==> src/rtl/mc_pkg.sv <==
package mc_pkg;
  // control register geometry
  localparam int CTL_W       = 8;
  localparam int CTL_PIN_EN  = 0;
  localparam int CTL_APAR_EN = 2;
  localparam int CTL_DPAR_EN = 3;
  localparam logic [CTL_W-1:0] CTL_MASK =
    CTL_W'((1 << CTL_PIN_EN) | (1 << CTL_APAR_EN) | (1 << CTL_DPAR_EN));

  // cache/tag parity strobe positions
  localparam int PAR_N     = 5;
  localparam int PAR_L2TAG = 4;

  // source latch bit map; index order is also capture priority
  localparam int S_TEA   = 0;
  localparam int S_APAR  = 1;
  localparam int S_DPAR  = 2;
  localparam int S_MCP   = 3;
  localparam int S_SNOOP = 4;
  localparam int S_PAR0  = 5;
  localparam int MC_N    = S_PAR0 + PAR_N;   // machine-check sources
  localparam int S_CKIN  = MC_N;             // checkstop pin
  localparam int NSRC    = MC_N + 1;
endpackage

==> src/rtl/mc_ctl_reg.sv <==
module mc_ctl_reg #(
  parameter int W = 8,
  parameter logic [W-1:0] MASK = '1
) (
  input  logic         clk,
  input  logic         rst_n,
  input  logic         wr_en,
  input  logic [W-1:0] wr_data,
  output logic [W-1:0] q
);
  logic [W-1:0] r;

  // only implemented bits hold state; others stay zero
  generate
    for (genvar i = 0; i < W; i++) begin : g_bit
      if (MASK[i]) begin : g_impl
        always_ff @(posedge clk or negedge rst_n) begin
          if (!rst_n)     r[i] <= 1'b0;
          else if (wr_en) r[i] <= wr_data[i];
        end
      end else begin : g_zero
        assign r[i] = 1'b0;
      end
    end
  endgenerate

  assign q = r;
endmodule

==> src/rtl/mc_qualify.sv <==
module mc_qualify
  import mc_pkg::*;
(
  input  logic             bus_tea,
  input  logic             bus_apar_err,
  input  logic             bus_dpar_err,
  input  logic             mcp_in,
  input  logic             snoop_lock_hit,
  input  logic [PAR_N-1:0] par_err,
  input  logic             l2_snoop_err_en,
  input  logic             l2_tag_par_en,
  input  logic [CTL_W-1:0] ctl,
  output logic [MC_N-1:0]  qual
);
  always_comb begin
    qual          = '0;
    qual[S_TEA]   = bus_tea;
    qual[S_APAR]  = bus_apar_err & ctl[CTL_APAR_EN];
    qual[S_DPAR]  = bus_dpar_err & ctl[CTL_DPAR_EN];
    qual[S_MCP]   = mcp_in & ctl[CTL_PIN_EN];
    qual[S_SNOOP] = snoop_lock_hit & l2_snoop_err_en;
    for (int i = 0; i < PAR_N; i++) begin
      if (i == PAR_L2TAG) qual[S_PAR0+i] = par_err[i] & l2_tag_par_en;
      else                qual[S_PAR0+i] = par_err[i];
    end
  end
endmodule

==> src/rtl/mc_first_pick.sv <==
module mc_first_pick #(
  parameter int N = 8
) (
  input  logic [N-1:0] req,
  output logic [N-1:0] grant
);
  logic [N:0] seen;
  assign seen[0] = 1'b0;

  generate
    for (genvar i = 0; i < N; i++) begin : g_pick
      assign seen[i+1] = seen[i] | req[i];
      assign grant[i]  = req[i] & ~seen[i];
    end
  endgenerate
endmodule

==> src/rtl/mc_checkstop_ctrl.sv <==
module mc_checkstop_ctrl
  import mc_pkg::*;
(
  input  logic             clk,
  input  logic             rst_n,
  input  logic             bus_tea,
  input  logic             bus_apar_err,
  input  logic             bus_dpar_err,
  input  logic             mcp_in,
  input  logic             ckstp_in,
  input  logic             snoop_lock_hit,
  input  logic [PAR_N-1:0] par_err,
  input  logic             l2_snoop_err_en,
  input  logic             l2_tag_par_en,
  input  logic             msr_me,
  input  logic             ctl_wr_en,
  input  logic [CTL_W-1:0] ctl_wr_data,
  output logic [CTL_W-1:0] ctl_rd_data,
  input  logic             mc_ack,
  output logic             mc_irq,
  output logic             core_halt,
  output logic             ckstp_out,
  output logic [NSRC-1:0]  src_latch
);
  logic [CTL_W-1:0] ctl_q;
  logic [MC_N-1:0]  qual;
  logic [MC_N-1:0]  first_mc;
  logic [NSRC-1:0]  entry_src;
  logic             any_mc, enter_ck, raise_irq;
  logic             ck_q, irq_q;
  logic [NSRC-1:0]  src_q;

  mc_ctl_reg #(.W(CTL_W), .MASK(CTL_MASK)) u_ctl (
    .clk(clk), .rst_n(rst_n), .wr_en(ctl_wr_en),
    .wr_data(ctl_wr_data), .q(ctl_q)
  );

  mc_qualify u_qual (
    .bus_tea(bus_tea), .bus_apar_err(bus_apar_err), .bus_dpar_err(bus_dpar_err),
    .mcp_in(mcp_in), .snoop_lock_hit(snoop_lock_hit), .par_err(par_err),
    .l2_snoop_err_en(l2_snoop_err_en), .l2_tag_par_en(l2_tag_par_en),
    .ctl(ctl_q), .qual(qual)
  );

  mc_first_pick #(.N(MC_N)) u_pick (.req(qual), .grant(first_mc));

  assign any_mc = |qual;

  // checkstop pin outranks any machine-check source
  always_comb begin
    entry_src = '0;
    if (ckstp_in) entry_src[S_CKIN]   = 1'b1;
    else          entry_src[MC_N-1:0] = first_mc;
  end

  assign enter_ck  = ~ck_q & (ckstp_in | (any_mc & ~msr_me));
  assign raise_irq = ~ck_q & ~ckstp_in & any_mc & msr_me;

  always_ff @(posedge clk or negedge rst_n) begin
    if (!rst_n) begin
      ck_q  <= 1'b0;
      src_q <= '0;
      irq_q <= 1'b0;
    end else begin
      if (enter_ck) begin
        ck_q  <= 1'b1;
        src_q <= entry_src;
      end
      if (raise_irq)   irq_q <= 1'b1;
      else if (mc_ack) irq_q <= 1'b0;
    end
  end

  assign ctl_rd_data = ctl_q;
  assign mc_irq      = irq_q;
  assign core_halt   = ck_q;
  assign ckstp_out   = ck_q;
  assign src_latch   = src_q;
endmodule

==> config.mk <==
export PLATFORM = sky130hd
export DESIGN_NAME = mc_checkstop_ctrl
export DESIGN_NICKNAME = d
export VERILOG_FILES = /design/src/rtl/mc_pkg.sv /design/src/rtl/mc_ctl_reg.sv /design/src/rtl/mc_qualify.sv /design/src/rtl/mc_first_pick.sv /design/src/rtl/mc_checkstop_ctrl.sv
export SDC_FILE = /design/constraint.sdc
export NUM_CORES = 1
export LEC_CHECK = 0
export ABC_AREA = 1
export BUFFER_PORTS_ARGS = -buffer_cell sky130_fd_sc_hd__buf_2
export CAP_MARGIN = 20
export CORE_MARGIN = 1
export CORE_UTILIZATION = 35
export DETAILED_ROUTE_END_ITERATION = 10
export SLEW_MARGIN = 10
export SYNTH_ARGS = -nofsm -noshare
export SYNTH_HDL_FRONTEND = slang
export SYNTH_HIERARCHICAL = 1
export SYNTH_SLANG_ARGS = --single-unit
==> constraint.sdc <==
create_clock -name clk -period 1.48 [get_ports clk]
set_clock_uncertainty 0.05 [all_clocks]
set_input_delay 0.296 -clock clk [delete_from_list [all_inputs] [get_ports clk]]
set_output_delay 0.296 -clock clk [all_outputs]
set_load 0.005 [all_outputs]
* Word-level counts from Yosys, hierarchy flattened
Cells that the tools add are included.
Storage, ports and cells: ROM bits 0, bits in writable memories 0, logic and storage cells 52, output and inout port bits 22, register bits 16, input port bits 26, memories kept 0, latch bits 0
Cells by class: divide/modulo/power cells 0, shifts and indexed selects 0, reduce and logical (&&, ||, !) cells 2, equality and inequality tests 0, add/sub/neg operators 0, order comparisons 0, multiplexer cells 4, bitwise operators 40, $mul 0
Operators with widths (number):
- AND 1 bit | 19
- NOT 1 bit | 12
- 2-to-1 mux 10 bit | 1
- OR reduction 10 bit | 1
- bitwise OR 1 bit | 9
- 2-to-1 mux 1 bit | 3
- nonzero test 2 bit | 1

* Longest topological paths before layout
Gate-level depths: netlist (run 1).
word-level depth 12, gate-level depth with buffers 10, gate-level depth less buffers 9

* Modules after synthesis
The synthesis (run 1) kept the hierarchy.
By module, submodules not included:
- mc_checkstop_ctrl | times used 1, seq. area each 325.3 sq um, area each 601.8 sq um, cells each 69
- mc_ctl_reg | times used 1, seq. area each 75.1 sq um, area each 153.9 sq um, cells each 19
- mc_first_pick | times used 1, seq. area each 0.0 sq um, area each 122.6 sq um, cells each 24
- mc_qualify | times used 1, seq. area each 0.0 sq um, area each 75.1 sq um, cells each 15

* Worst setup path after synthesis (run 1)
OpenSTA, ideal clock, no wires.
kind reg-to-reg, start register u_ctl.r[2] (netlist: u_ctl/q[2]), end register src_q[0] (netlist: src_latch[0]), cell stages (with the launch flop) 9, clock period less this slack 1.346 ns, arrival time 1.179 ns, path buffers 1, data required time 1.313 ns, slack 0.134 ns, setup time 0.117 ns, cells stage by stage dfrtp_1 > nand2_1 > inv_1 > or2_0 > nor2_1 > nand2_1 > buf_2 > nand4_1 > nand2_1
Between the ends: word-level cells in the longest chain between the ends 5
RTL lines:
- start, declared | RTL line mc_ctl_reg.sv:11 | logic [W-1:0] r;
- start signal, assigned by index | RTL line mc_ctl_reg.sv:19 | else if (wr_en) r[i] <= wr_data[i];
- AND 1 bit | RTL line mc_qualify.sv:18 | qual[S_APAR] = bus_apar_err & ctl[CTL_APAR_EN];
- via qual[1] | RTL line mc_checkstop_ctrl.sv:26 | logic [MC_N-1:0] qual;
- OR reduction 10 bit | RTL line mc_checkstop_ctrl.sv:47 | assign any_mc = |qual;
- AND 1 bit | RTL line mc_checkstop_ctrl.sv:56 | assign enter_ck = ~ck_q & (ckstp_in | (any_mc & ~msr_me));
- bitwise OR 1 bit | RTL line mc_checkstop_ctrl.sv:56
- AND 1 bit | RTL line mc_checkstop_ctrl.sv:56
- end signal, assigned | RTL line mc_checkstop_ctrl.sv:67 | src_q <= entry_src;
- end, declared | RTL line mc_checkstop_ctrl.sv:31 | logic [NSRC-1:0] src_q;
The timed path passes the listed nets, and every way through them passes these cells. A chain may end at the register's enable or synchronous reset.

* Final worst setup path (run 1)
start register u_ctl.r[2] (netlist: u_ctl/q[2]), end register src_q[4] (netlist: src_latch[4])
Between the ends: word-level cells in the longest chain between the ends 7, elaborated cells on any way between the ends 11, those cells by class mux (1); bitwise (9); reduce/logical (1)
RTL lines:
- AND 1 bit * | RTL line mc_qualify.sv:18
- via qual[1] | RTL line mc_checkstop_ctrl.sv:26
- bitwise OR 1 bit (3 in a row) | RTL line mc_first_pick.sv:12 | assign seen[i+1] = seen[i] | req[i];
- NOT 1 bit | RTL line mc_first_pick.sv:13 | assign grant[i] = req[i] & ~seen[i];
- AND 1 bit | RTL line mc_first_pick.sv:13
- 2-to-1 mux 10 bit | RTL line mc_checkstop_ctrl.sv:52 | if (ckstp_in) entry_src[S_CKIN] = 1'b1;
The timed path passes the listed nets; every way through them passes the cells marked *.

==> impl_metrics.tcl, run 1 <==
set metrics [dict create \
    outcome "complete, no violations" \
    synthTopCellsByArea "dfrtp_1 42%, nand2_1 12%, buf_4 9.4%" \
    grt_pass1_wl_um 2890 \
    period_share_pct 96.9 \
    worstPathCellList "nand2_1 > inv_2 > or2_1 > nor2_2 > nand2_2 > buf_6 > nand4_1 > nand2_1" \
    numCtsBuffers 3 \
    rsz0062_at_grt "yes" \
    vias 869 \
    place_congestion 0.762 \
    critPathMaxStageDelay_ns 0.39 \
    grt_overflow_total 0 \
    ys.warnings.count 6 \
    path_max_fanout 5 \
    drtAntennaViolNets 0 \
    ys_seq_area_share_pct 42.0 \
    finalSetupViolCount 0 \
    min_from "mc_ack" \
    whs_path_depth 2 \
    drc 0 \
    grt_usage_pct 14.2 \
    r2r-end "src_latch[4]" \
    start_util_pct 37.8 \
    hold_ws_ns 0.133 \
    cts_buffer_depth 2 \
    synth_cells 127 \
    cp.required_ns 1.61 \
    setup.worst_path.start_class "flop" \
    antenna_found_initial 0 \
    cts_tree "built" \
    die_area_um2 2940 \
    antenna_cells 0 \
    placeableCoreArea_um2 2520 \
    ys_types 21 \
    ir_worst_vdd_mv 0.349 \
    crit_type "reg -> reg" \
    cp_slowest_cell "dfrtp_1" \
    grt_pass1_vias 686 \
    ys_ff_latch 16 \
    drt_pre_antenna_iters 4 \
    finalHoldViolCount 0 \
    syn_area_per_cell_um2 7.51 \
    synth_area_um2 953 \
    path_clk_slew_ns 0.10 \
    htree_levels 1 \
    endpoint_kind "flop" \
    max-cap-violations 0 \
    r2r_slack_ns 0.05 \
    setup_ws_ns 0.0463 \
    drv_slew 0 \
    dpl_worst_slack_ns 0.00904 \
    arrival_ns 1.57 \
    grt_max_degree 17 \
    yosysTopAreaCellShare_pct 42.0 \
    reg2reg_depth 8 \
    io_pins 48 \
    clkLatencyLatePin_ns 0.28 \
    nets 190 \
    rows 18 \
    layout-drive-gt1-share_pct 35.0 \
    cp_common_cell "nand2_1" \
    wl_per_cell_um 10.4 \
    p_leak_nw 0.711 \
    period_needed_ns 1.43 \
    final_common_cell "buf_2" \
    die_h_um 54.2 \
    die_width_um 54.2 \
    synth_top_area_cell "dfrtp_1" \
    area_growth_pct 25.2 \
    max_freq_mhz 697 \
    powerDensity_nw_per_um2 724 \
    hp-class "in -> reg" \
    io_buffers 37 \
    wl_um 2000 \
    cts.sinks 16 \
    final_cell_mix "37 x buf_2, 29 x nand2_1, 16 x dfrtp_1" \
    hold_path_end "mc_irq" \
    worstReg2RegStart "u_ctl/q[2]" \
    dp_hpwl_um 1490 \
    via_per_inst 4.50 \
    drt_iter0_drc 17 \
    clockRootBuffer "clkbuf_4" \
]
logic make-up after synthesis:
family,Yosys count,synth area share (%)
AND/OR/NAND/NOR,75,37.9
AO/OA/AOI/OAI,1,0.524
flip-flops,16,42.0
other,1,0.393
buffers and inverters,34,19.2
synth_stat cells (all sizes together):
cell    instances
nor2           13
or2             1
clkbuf          1
nand3          15
nand4          11
inv            17
and2            1
conb            1
nand2          30
o21ai           1
nor3            2
nor4            2
dfrtp          16
buf            16
critical path, delay by kind of cell (launching register included):
family | cells | cell delay, ns
buffers and inverters | 2 | 0.21
and+or+nand+nor | 6 | 0.69
DFF | 1 | 0.39
worst max-delay path by stage:
stage	from	endpoint	slack (ns)	cells after the start
5_1_grt	u_ctl/q[2]	src_latch[4]	-0.03	8
3_5_place_dp	bus_apar_err	src_latch[0]	0.009	9
2_1_floorplan	u_ctl/q[2]	src_latch[0]	0.13	8
6_report	u_ctl/q[2]	src_latch[4]	0.05	8
3_3_place_gp	bus_apar_err	src_latch[5]	0.005	9
4_1_cts	u_ctl/q[2]	src_latch[0]	0.01	8
what timing repair did:
item                       CTS  global route
resized for setup            0             8
hold buffers                 1             0
buffers inserted             0             1
hold endpoints to repair    16             0
setup endpoints to repair    0            12
routing by layer:
| layer | vias up | part of all wire (%) | track usage [%] | wire [µm] |
|---|---|---|---|---|
| met5 | - | 0 | 0 | 0 |
| met4 | 0 | 1.3 | 10.3 | 27 |
| met3 | 2 | 4.0 | 1.98 | 80 |
| met2 | 23 | 44 | 20.7 | 886 |
| met1 | 379 | 50 | 18.9 | 1010 |
| li1 | 465 | - | - | - |
through the flow:
step / total power (W) / setup TNS (ns) / utilization (%) / cell area [µm²] / instances
6_report: 0.000865 / 0 / 47.3 / 1190 / 193
5_1_grt: 0.000913 / -0.181 / 47.3 / 1190 / 193
4_1_cts: 0.000870 / 0 / 45.5 / 1150 / 190
3_5_place_dp: 0.000579 / 0 / 43.7 / 1100 / 185
3_3_place_gp: 0.000575 / 0 / 43.7 / 1100 / 185
2_1_floorplan: 0.000541 / 0 / - / 968 / 131
flip-flops by register name, indices dropped and copies added, names as in the netlist:
signal / flops
src_latch: 11
ckstp_out: 1
mc_irq: 1
u_ctl/q: 3
final cells by class:
cell class | count | area [µm²]
inverters | 17 | 63.8
repair buffers | 44 | 248
multi-input cells | 82 | 408
well taps | 30 | 37.5
flip-flops and latches | 16 | 400
clock buffers | 4 | 36.3
fillers | 264 | 1330
power breakdown:
part           switching [W]  internal (W)  total [W]
logic              0.0000715     0.0000546   0.000126
registers         0.00000654      0.000447   0.000453
clock network       0.000136      0.000150   0.000285
No activity file was read; power rests on OpenSTA's default activity.
==> run 2, diff against run 1 <==
CORE_ASPECT_RATIO = 0.8   (was unset)
CTS_BUF_LIST = sky130_fd_sc_hd__clkbuf_8   (was unset)
==> run 2 against run 1 <==
Against the previous run: clock power rose by 36%; die area barely moved; global-route usage grew 0.97 points; final cell count up 3.1%; combinational power is 7% higher; design area increased by 3.1%; wire length grew 1.6%; critical path type unchanged.
==> impl_metrics.tcl, run 2 (synthesis results as in run 1) <==
set metrics [dict create \
    multi_input_area_um2 412 \
    cts_buffer_depth 2 \
    arrival_ns 1.49 \
    period_needed_ns 1.41 \
    min_from "mc_ack" \
    final_common_cell "buf_2" \
    p_leak_nw 0.724 \
    hold_path_end "mc_irq" \
    fin_util_pct 48.8 \
    wl_um 2030 \
    outcome "complete, no violations" \
    antenna_found_initial 0 \
    die_width_um 60.4 \
    via_per_inst 4.39 \
    cp_slowest_cell "dfrtp_1" \
    path_clk_slew_ns 0.07 \
    clkLatencyLatePin_ns 0.24 \
    drv_slew 0 \
    max_freq_mhz 712 \
    endpoint_kind "flop" \
    drt_pre_antenna_iters 4 \
    largest_reg_flops 11 \
    cts_tree "built" \
    reg2reg_depth 8 \
    rows 16 \
    dpl_worst_slack_ns 0.0379 \
    layout-drive-gt1-share_pct 36.2 \
    num-fill-cells 269 \
    ir_worst_vdd_mv 0.302 \
    setup_ws_ns 0.0747 \
    critPathMaxStageDelay_ns 0.40 \
    grt_max_degree 17 \
    whs_path_depth 2 \
    die_h_um 48.7 \
    crit_type "reg -> reg" \
    drtAntennaViolNets 0 \
    placeableCoreArea_um2 2520 \
    dp_hpwl_um 1580 \
    drt_iter0_drc 17 \
    hp-class "in -> reg" \
    io_pins 48 \
    worstPathCellList "nand2_2 > inv_2 > or2_0 > nor2_1 > nand2_2 > buf_6 > nand4_1 > nand2_1" \
    antenna_cells 0 \
    wl_per_cell_um 10.2 \
    io_buffers 37 \
    cts.sinks 16 \
    htree_levels 1 \
    clockRootBuffer "clkbuf_8" \
    final_cell_mix "37 x buf_2, 28 x nand2_1, 16 x dfrtp_1" \
    grt_pass1_wl_um 3360 \
    cp.required_ns 1.57 \
    path_max_fanout 4 \
    area_growth_pct 29.1 \
    die_area_um2 2940 \
    vias 874 \
    r2r-end "src_latch[5]" \
    max-cap-violations 0 \
    place_congestion 0.694 \
    start_util_pct 37.8 \
    period_share_pct 95.0 \
    setup.worst_path.start_class "flop" \
    worstReg2RegStart "u_ctl/q[2]" \
    grt_usage_pct 15.2 \
    grt_overflow_total 0 \
    cp_common_cell "nand2_2" \
    final-seq-area_um2 400 \
    powerDensity_nw_per_um2 794 \
    finalSetupViolCount 0 \
    r2r_slack_ns 0.07 \
    drc 0 \
    nets 190 \
    grt_pass1_vias 807 \
    finalHoldViolCount 0 \
    numCtsBuffers 3 \
]
run 2: how the worst max path moves through the flow:
stage | startpoint | to | slack, ns | depth (start not counted)
after floorplan | u_ctl/q[2] | src_latch[0] | 0.13 | 8
after global placement | bus_apar_err | src_latch[9] | 0.03 | 9
after detailed placement | bus_apar_err | src_latch[8] | 0.04 | 9
after CTS | u_ctl/q[2] | src_latch[3] | 0.04 | 8
after global routing | u_ctl/q[3] | src_latch[8] | -0.00005 | 9
final | u_ctl/q[2] | src_latch[5] | 0.07 | 8
run 2: routing by layer:
layer	GRT usage [%]	share of wire, %	up-vias
met2	21.2	43	25
li1	-	-	459
met5	0	0	-
met1	22.6	52	388
met3	2.14	4.4	2
met4	6.98	0.79	0
run 2: final cells by class:
cell class | count | share of cell area, %
multi-input combinational | 81 | 33.4
sequential | 16 | 32.5
tap | 36 | 3.66
timing repair buffer | 45 | 20.7
clock buffer | 4 | 4.47
inverter | 17 | 5.18
run 2: repair_timing:
| action | 4_1_cts | 5_1_grt |
|---|---|---|
| gates resized for setup | 0 | 11 |
| setup endpoints to repair | 0 | 13 |
| hold endpoints to repair | 16 | 0 |
| buffers inserted | 0 | 1 |
| hold buffers | 1 | 0 |
run 2: power breakdown:
group	internal (W)	switching [W]
combinational	0.0000594	0.0000753
sequential	0.000447	0.00000672
clock	0.000236	0.000153
run 2: worst max-delay path, delay by kind of cell, from the launching register on:
| kind | cells | cell delay (ns) |
|---|---|---|
| flops | 1 | 0.40 |
| buf+inv | 2 | 0.19 |
| simple gates | 6 | 0.66 |
run 2: stage by stage:
step	setup TNS, ns	total power (W)	hold slack, ns	cells	area [µm²]
CTS	0	0.000968	0.182	198	1190
global placement	0	0.000579	0.177	193	1120
finish	0	0.000977	0.164	199	1230
global route	-0.0000532	0.00102	0.174	199	1230
floorplan	0	0.000541	-0.0496	131	968
detailed placement	0	0.000583	0.182	193	1120
==> run 3, diff against run 2 <==
clock period = 1.5 ns   (was 1.48 ns; I/O delays follow)
==> run 3 against run 2 <==
Against the previous run: hold slack improved by 0.0036 ns; register-to-register slack about the same; flip-flop and latch count unchanged; worst setup slack improved by 0.0068 ns; die area unchanged; wire length increased by 1.3%; power decreased by 3.1%; non-clock buffer count decreased by 2.
==> impl_metrics.tcl, run 3 (synthesis results as in run 1) <==
set metrics [dict create \
    cp.required_ns 1.58 \
    grt_usage_pct 15.7 \
    numCtsBuffers 3 \
    finalSetupViolCount 0 \
    powerDensity_nw_per_um2 782 \
    via_per_inst 4.43 \
    cts_buffer_depth 2 \
    final_common_cell "buf_2" \
    switching_share_pct 23.4 \
    hp-class "in -> reg" \
    fin_util_pct 48.0 \
    hold_ws_ns 0.168 \
    finalHoldViolCount 0 \
    io_buffers 37 \
    wl_um 2060 \
    p_leak_nw 0.713 \
    switchingPower_w 0.000221 \
    grt_pass1_wl_um 3480 \
    arrival_ns 1.50 \
    drt_pre_antenna_iters 4 \
    nets 188 \
    layout-drive-gt1-share_pct 34.2 \
    rows 16 \
    grt_pass1_vias 811 \
    htree_levels 1 \
    whs_path_depth 2 \
    period_needed_ns 1.42 \
    vias 873 \
    cts.sinks 16 \
    cts_tree "built" \
    wl_per_cell_um 10.5 \
    combPwrFrac_pct 13.2 \
    drv_slew 0 \
    power_frac_seq_pct 47.3 \
    min_from "mc_ack" \
    antenna_cells 0 \
    max-cap-violations 0 \
    placeableCoreArea_um2 2520 \
    drt_iter0_drc 30 \
    dp_hpwl_um 1640 \
    worstReg2RegStart "u_ctl/q[2]" \
    max_freq_mhz 705 \
    reg2reg_depth 8 \
    path_max_fanout 4 \
    crit_type "reg -> reg" \
    drtAntennaViolNets 0 \
    cp_common_cell "nand2_1" \
    antenna_found_initial 0 \
    drc 0 \
    setup_tns_ns 0 \
    endpoint_kind "flop" \
    clockRootBuffer "clkbuf_8" \
    place_congestion 0.692 \
    worstPathCellList "nand2_1 > inv_2 > or2_0 > nor2_1 > nand2_2 > buf_6 > nand4_1 > nand2_1" \
    die_width_um 60.4 \
    clkPwrFrac_pct 39.5 \
    setup.worst_path.start_class "flop" \
    period_share_pct 94.6 \
    num-fill-cells 280 \
    die_h_um 48.7 \
    critPathMaxStageDelay_ns 0.39 \
    largest_reg_flops 11 \
    final_cell_mix "37 x buf_2, 29 x nand2_1, 16 x dfrtp_1" \
    worstSetupStartpoint "u_ctl/q[2]" \
    internal-power_w 0.000726 \
    finalPower_w 0.000947 \
    start_util_pct 37.8 \
    cts_setup_buffers 0 \
    io_pins 48 \
    ir_worst_vdd_mv 0.331 \
    clkLatencyLatePin_ns 0.24 \
    outcome "complete, no violations" \
    cp_slowest_cell "dfrtp_1" \
    grt_max_degree 17 \
    path_clk_slew_ns 0.06 \
    die_area_um2 2940 \
    grt_overflow_total 0 \
    area_growth_pct 27.0 \
]
run 3: changes by cell type in the layout (fill, tap and decap cells not counted):
| cell | previous run | this run |
|---|---|---|
| nor2_2 | 1 | 3 |
| nor2_4 | 1 | 0 |
| inv_1 | 13 | 15 |
| buf_4 | 5 | 3 |
| nor2_1 | 11 | 10 |
| nand2_1 | 28 | 29 |
| nand2_2 | 2 | 1 |
| inv_2 | 4 | 2 |
run 3: repair_timing:
action / in CTS / in global routing
gates resized for setup: 0 / 8
endpoints found under the hold margin: 16 / 0
hold buffers: 1 / 0
setup endpoints to repair: 0 / 13
run 3: path summary, 6_finish.rpt:
kind	end	slack, ns
worst min-delay path	mc_irq	0.17
worst max-delay path	src_latch[5]	0.08
min in group asynchronous	src_latch[9]	0.45
worst min register to register	src_latch[10]	0.42
worst max register to register	src_latch[5]	0.08
max in group asynchronous	src_latch[1]	0.68
run 3: area by class of cell:
class / count / area [µm²] / area share (%)
Clock buffer: 4 / 55.1 / 4.55
Inverter: 17 / 63.8 / 5.27
Multi-Input combinational cell: 81 / 407 / 33.6
Sequential cell: 16 / 400 / 33.1
Tap cell: 36 / 45.0 / 3.72
Timing Repair Buffer: 43 / 240 / 19.8
run 3: worst max-delay path: cells and delay by family (launching register included):
| family | cells | cell delay [ns] |
|---|---|---|
| AND/OR/NAND/NOR | 6 | 0.68 |
| flip-flops | 1 | 0.39 |
| buffers and inverters | 2 | 0.19 |
run 3: layer usage:
layer	vias up	track usage, %	part of all wire (%)	routed length (µm)
li1	454	-	-	-
met1	390	22.2	50	1030
met2	27	24.4	45	918
met3	2	1.60	4.3	88
met4	0	5.81	0.97	20
met5	-	0	0	0
run 3: power by group through the flow:
| stage | Clock, W | Sequential [W] | Combinational [W] |
|---|---|---|---|
| after floorplan | 0 | 0.000457 | 0.0000766 |
| after global placement | 0 | 0.000456 | 0.000113 |
| after detailed placement | 0 | 0.000456 | 0.000117 |
| after CTS | 0.000392 | 0.000448 | 0.000119 |
| after global routing | 0.000413 | 0.000449 | 0.000145 |
| final | 0.000375 | 0.000448 | 0.000125 |
run 3: stage by stage:
stage,std cells,setup slack (ns),area [µm²]
after floorplan,131,0.154,968
after global routing,197,-0.00919,1210
after CTS,197,0.0274,1180
after global placement,192,0.0482,1120
final,197,0.0814,1210
after detailed placement,192,0.0253,1120
